## config.mk

```make
export PLATFORM = sky130hd
export DESIGN_NAME = region_isolator
export DESIGN_NICKNAME = d
export VERILOG_FILES = /design/src/rtl/region_isolator.sv
export SDC_FILE = /design/constraint.sdc
export NUM_CORES = 1
export LEC_CHECK = 0
export BUFFER_PORTS_ARGS = -buffer_cell sky130_fd_sc_hd__clkbuf_2
export CORE_UTILIZATION = 40
export DETAILED_ROUTE_END_ITERATION = 10
export GPL_ROUTABILITY_DRIVEN = 0
export GPL_TIMING_DRIVEN = 0
export PLACE_DENSITY = 0.8
export SYNTH_ARGS = -nofsm -noshare
export SYNTH_HDL_FRONTEND = slang
export SYNTH_SLANG_ARGS = --single-unit
```

## constraint.sdc

```tcl
create_clock -name clk -period 3.2 [get_ports clk]
set_input_delay 0.32 -clock clk [delete_from_list [all_inputs] [get_ports clk]]
set_output_delay 0.32 -clock clk [all_outputs]
set_load 0.05 [all_outputs]
```

## src/rtl/region_isolator.sv

```systemverilog
`timescale 1ns/1ps
module region_isolator #(
  parameter int DRAIN_LIMIT = 16,
  parameter int REL_CYCLES  = 4,
  parameter bit LEGACY_VER  = 1'b0
) (
  input  logic        clk,
  input  logic        rst_n,
  input  logic        wr_en,
  input  logic [3:0]  addr,
  input  logic [31:0] wdata,
  output logic [31:0] rdata,
  input  logic        drain_ack,
  output logic        hold_o,
  output logic        region_rst_o
);
  localparam int CNT_MAX = (DRAIN_LIMIT > REL_CYCLES) ? DRAIN_LIMIT : REL_CYCLES;
  localparam int CW = $clog2(CNT_MAX) + 1;
  localparam logic [31:0] VERSION = LEGACY_VER ? 32'd2 : 32'hAD00_0003;

  typedef enum logic [1:0] {S_RELEASED, S_DRAIN, S_HELD, S_RELEASE} state_t;

  state_t        st;
  logic [CW-1:0] cnt;
  logic [2:0]    ctrl_q;
  logic [1:0]    cap_q;
  logic          held_done, rel_done;

  wire sel_ctrl = wr_en && (addr[3:2] == 2'd1);
  wire sel_cap  = wr_en && (addr[3:2] == 2'd2);
  wire both_bad = wdata[0] && wdata[2];
  wire rst_bad  = wdata[1] && (st != S_HELD);
  wire bad_wr   = sel_ctrl && (both_bad || rst_bad);
  wire ctrl_ok  = sel_ctrl && !bad_wr;

  assign hold_o       = (st == S_DRAIN) || (st == S_HELD);
  assign region_rst_o = ctrl_q[1] && (st == S_HELD);

  always_comb begin
    case (addr[3:2])
      2'd0:    rdata = {30'd0, rel_done, held_done};
      2'd1:    rdata = {29'd0, ctrl_q};
      2'd2:    rdata = {30'd0, cap_q};
      default: rdata = VERSION;
    endcase
  end

  always_ff @(posedge clk or negedge rst_n) begin
    if (!rst_n) begin
      st        <= S_RELEASED;
      cnt       <= '0;
      ctrl_q    <= '0;
      cap_q     <= '0;
      held_done <= 1'b0;
      rel_done  <= 1'b1;
    end else begin
      if (ctrl_ok) ctrl_q <= wdata[2:0];
      if (bad_wr) cap_q <= cap_q | {rst_bad, both_bad};
      else if (sel_cap && wdata[0]) cap_q <= '0;
      case (st)
        S_RELEASED: if (ctrl_ok && wdata[0]) begin
          st  <= S_DRAIN;
          cnt <= '0;
        end
        S_DRAIN: if (drain_ack || cnt == CW'(DRAIN_LIMIT - 1)) begin
          st        <= S_HELD;
          held_done <= 1'b1;
          rel_done  <= 1'b0;
        end else cnt <= cnt + 1'b1;
        S_HELD: if (ctrl_ok && wdata[2]) begin
          st  <= S_RELEASE;
          cnt <= '0;
        end
        default: if (cnt == CW'(REL_CYCLES - 1)) begin
          st        <= S_RELEASED;
          rel_done  <= 1'b1;
          held_done <= 1'b0;
        end else cnt <= cnt + 1'b1;
      endcase
    end
  end


  status_onehot_chk: assert property (@(posedge clk) disable iff (!rst_n)
    $onehot({held_done, rel_done}));


  rst_only_held_chk: assert property (@(posedge clk) disable iff (!rst_n)
    region_rst_o |-> (hold_o && held_done));


  illegal_ignored_chk: assert property (@(posedge clk) disable iff (!rst_n)
    bad_wr |=> $stable(ctrl_q));


  hold_start_chk: assert property (@(posedge clk) disable iff (!rst_n)
    (ctrl_ok && wdata[0] && rel_done && !hold_o) |=> (hold_o && rel_done));


  release_start_chk: assert property (@(posedge clk) disable iff (!rst_n)
    (ctrl_ok && wdata[2] && held_done && hold_o) |=> (!hold_o && held_done));


  drain_bound_chk: assert property (@(posedge clk) disable iff (!rst_n)
    (hold_o && rel_done) |-> (cnt < CW'(DRAIN_LIMIT)));
endmodule

```

---- Yosys cells after proc, flatten, opt, wreduce, memory -nomap -nowiden ----
Index checks and enable logic that the tools add are counted.
word-level totals
  word-level logic and storage cells ...... 63
  flip-flop bits (word level) ............. 14
operators by class
  add/sub/neg operators ................... 1
  reduce and logical (&&, ||, !) cells .... 23
  bitwise gates (word level) .............. 2
  mux-type cells .......................... 19
  equality and inequality tests ........... 12
operators by type and width
  kind                                                    count
  one-hot mux 32 bit (3 select lines)                     1
  2-to-1 mux 5 bit                                        4
  one-hot mux 5 bit (3 select lines)                      1
  2-to-1 mux 2 bit                                        6
  logical AND 1 bit                                       10
  AND reduction 4 bit                                     2
  inequality test 2 bit (second input constant)           3
  one-hot mux 2 bit (3 select lines)                      1
  adder 5 x 1 -> 5 bit (second input constant)            1
  equality test 5 x 2 -> 1 bit (second input constant)    1
  equality test 5 x 4 -> 1 bit (second input constant)    1
  equality test 2 x 1 -> 1 bit (second input constant)    2
  equality test 2 bit (second input constant)             2
  zero test 2 bit                                         2
  2-to-1 mux 1 bit                                        4
  inequality test 2 x 1 -> 1 bit (second input constant)  2
  inequality test 4 x 3 -> 1 bit (second input constant)  1
  one-hot mux 1 bit (2 select lines)                      2
  nonzero test 2 bit                                      2
  nonzero test 4 bit                                      1
  logical OR 1 bit                                        3
  AND reduction 3 bit                                     1
  bitwise OR 2 bit                                        1
  OR reduction 2 bit                                      1
  2 further kinds                                         2

---- Logic depth before layout (Yosys ltp) ----
  depth in word-level cells ............... 9
  mapped depth ............................ 7
  mapped depth without buffers ............ 7

---- Least setup slack after synthesis ----
No wires, ideal clock.
  path kind ............................... reg-to-reg
  start ................................... reg cnt[0]
  end ..................................... reg cnt[0]
  setup slack ............................. 1.370 ns
  cell stages (with the launch flop) ...... 8
  library setup time ...................... 0.125 ns
  period minus slack after synthesis ...... 1.830 ns
  data arrival time ....................... 1.705 ns
  cell sequence ........................... dfrtp_1 > ha_1 > and3_1 > ha_1 > o21a_1 > a21oi_2 > o21ai_2 > mux2_4
between the ends
  cells in the longest elaborated chain, start to end .. 4
  elaborated cells between the ends (all ways) .. 10
  those cells by class .................... 1 x add/sub; 4 x eq/ne; 3 x mux; 2 x reduce/logical
RTL lines
  item                                                                          line  text
  start: declaration                                                            24    logic [CW-1:0] cnt;
  start signal: assignment                                                      69    end else cnt <= cnt + 1'b1;
  start signal: assignment                                                      78    end else cnt <= cnt + 1'b1;
  parallel branches: the longest is 4 deep, another holds adder 5 x 1 -> 5 bit  -
Several ways; the timed one is not identified. The select of a mux whose other input is x is not followed.
A chain may end at the register's enable or synchronous reset.

---- Worst setup path in the final report ----
Same ends and word-level chain as after synthesis.

==> results.toml <==
[synthesis]
syn_inst = 129
async_reset_ff_share_pct = 100
syn_area_per_cell_sq_um = 8.86
synthTopCellsByArea = "dfrtp_1 28%, buf_4 18%, ha_1 5.5%, a21oi_1 4.4%, nor2_1 3.9%"
synth_top_family_by_area = "compound AO/OA/AOI/OAI gates"
syn_area_sq_um = 1140
synth_common_cells = "28 x buf_4, 13 x dfrtp_1, 12 x nor2_1"
synth_edf_count = 0
synthSimpleGateAreaFrac_pct = 18.0
yosysWarnings = 0
ys_seq_area_share_pct = 30.8
synth_most_common_cell = "buf_4"
ys_ff_latch = 14
synthMuxAreaShare_pct = 2.30
yosys_most_used_dff = "dfrtp_1"
yosys.area.top_type = "dfrtp_1"
synthAdderAreaFrac_pct = 5.48
synthXorXnorAreaFrac_pct = 0
ys_types = 39
yosysTopAreaCellShare_pct = 28.5
synth_compound_area_share_pct = 21.7

[power]
peakVddDrop_v = 0.000633
power_leakage_uw = 0.000715
power_density_nw_per_um2 = 692

[clock_tree]
clk_pin_slew_ps = 90
numCtsBuffers = 3
post_cts_resized = 0
clock_latency_ps = 280
cts_max_level = 1
cts_tree = "done"
cts-root-buf = "clkbuf_4"
cts_setup_buffers = 0
clockBufferDepth = 2
clkSinkCount = 14

[critical_path]
cp_slowest_stage_delay_ps = 410
r2r-end = "cnt[0]"
rr_startpoint = "cnt[0]"
path_buf_inv = 0
cp_common_cell = "ha_1"
end_kind = "register"
worstSetupPathType = "register to register"
rr_worst_depth = 7
crit_required_ps = 3370
rrSetupSlack_ps = 1210
cp-start-kind = "register"
arrival_ps = 2160
cpMaxStageDelayCell = "dfrtp_1"
critPathMaxFanout = 4
crit_family = "compound AO/OA/AOI/OAI gates"
crit_chain = "ha_1 > and3_1 > ha_1 > o21a_1 > a21oi_2 > o21ai_2 > mux2_4"

[sta]
max_freq_mhz = 502
maxSlewViolCount = 0
clock_skew_ps = 8.16
fin_crit_sh_pct = 62.2
setup_viol = 0
fin_ws_ps = 1210
grt_setup_unrepaired = "no"
layout_min_cycle_time_ps = 1990
finalHoldViolations = 0
fin_tns_setup_ps = 0

[placed_design]
dpl.hpwl_microns = 1580
portBuffers = 17
dp.cells = 200
place_area_sq_um = 1350
dp_slack_ps = 1230

[floorplanning]
core_sq_um = 2730
io_pins = 74
die_h_microns = 55.4
die_area_sq_um = 3070
die_w_microns = 55.4
start_util_pct = 41.8
num_rows = 19

[min_path]
hold_path_class = "input port to register"
hold_start = "wdata[1]"
hold_path_end = "ctrl_q[1]"
whs_path_depth = 2

[global_route]
grt_start_max_net_pins = 15
grt_usage_pct = 13.4
antenna_found_initial = 0
grt_pass1_vias = 737
grt_overflow = 0
grt_pass1_wl_microns = 3280

[detailed_routing]
drt_iter0_drc = 28
postRouteAntennaNets = 0
drt-total-wl_microns = 1940
wl_per_cell_microns = 9.48
drt-vias-per-instance = 4.53
vias = 928
drtPass1Iterations = 4
drc = 0

[final_layout]
antenna_cells = 0
fin_nets = 220
final_area_sq_um = 1400
drive_above_1_share_pct = 35.6
stdcell_count = 205
n_fill_cell = 261
area_growth_pct = 22.5

[job]
max-cap-violations = 0

[run_status]
status = "complete, no violations"
==> cell type report <==
class	count	area (sq um)	area share [%]
buffer	31	223	15.9
clock buffer	4	36.3	2.59
inverter	6	22.5	1.61
multi-input combinational	101	632	45.2
sequential	14	352	25.1
tap	31	38.8	2.77
timing repair buffer	18	95.1	6.80
==> cells by family after synthesis <==
group           after synthesis
simple gates                 33
other cells                   1
compound gates               37
fa+ha+maj                     5
mux                           2
flops                        14
buf+inv                      37
==> metal layers <==
layer | track usage, % | part of all wire [%]
met1 | 18.5 | 47
met2 | 20.7 | 46
met3 | 5.39 | 6.9
met4 | 1.07 | 0
met5 | 0 | 0
==> placed cells by master, fill, tap and decap left out, types with 2 or more instances in the layout <==
master / n
a21oi_2: 2
or2_2: 2
clkbuf_4: 3
nor2b_1: 2
inv_1: 6
a41oi_1: 2
o22a_1: 2
and2_1: 2
clkbuf_1: 2
o22ai_1: 2
a21oi_1: 10
ha_1: 5
clkbuf_2: 17
a211oi_1: 2
buf_4: 28
o21ai_0: 7
o21a_1: 2
nand2_1: 6
dfrtp_1: 13
conb_1: 24
nor2_1: 12
a32o_1: 2
==> through the flow <==
stage	hold slack, ps	utilization [%]	power [uW]
after floorplan	24.4	-	749
after global placement	241	49.5	841
after detailed placement	244	49.5	846
after CTS	315	51.2	979
after global routing	332	51.2	1040
final	332	51.2	968
==> worst max path at each step <==
stage	startpoint	endpoint	slack (ps)	cells past startpoint
floorplan	cnt[0]	cnt[0]	1370	7
global placement	cnt[0]	cnt[0]	1240	7
detailed placement	cnt[0]	cnt[0]	1230	7
CTS	cnt[0]	cnt[0]	1210	7
global route	cnt[0]	cnt[2]	1050	7
finish	cnt[0]	cnt[0]	1210	7
==> repair_timing <==
item | CTS | global route
hold buffers | 1 | 0
setup endpoints to repair | 0 | 0
endpoints found under the hold margin | 13 | 0
==> sequential cells by signal, summed over array words and instances, names as in the netlist <==
name	flops
cap_q	2
rel_done	1
held_done	1
ctrl_q	3
cnt	5
st	2
==> worst reg2reg max path, stage by stage, from the launching register on <==
cell	delay (ps)
dfrtp_1	410
ha_1	240
and3_1	180
ha_1	190
o21a_1	240
a21oi_2	200
o21ai_2	110
mux2_4	300
==> where the power goes <==
group / switching (uW) / total [uW] / internal, uW
Sequential: 49.7 / 280 / 231
Clock: 56.7 / 126 / 69.3
Combinational: 360 / 562 / 201
Total: 467 / 968 / 501
No activity file was read; power rests on OpenSTA's default activity.
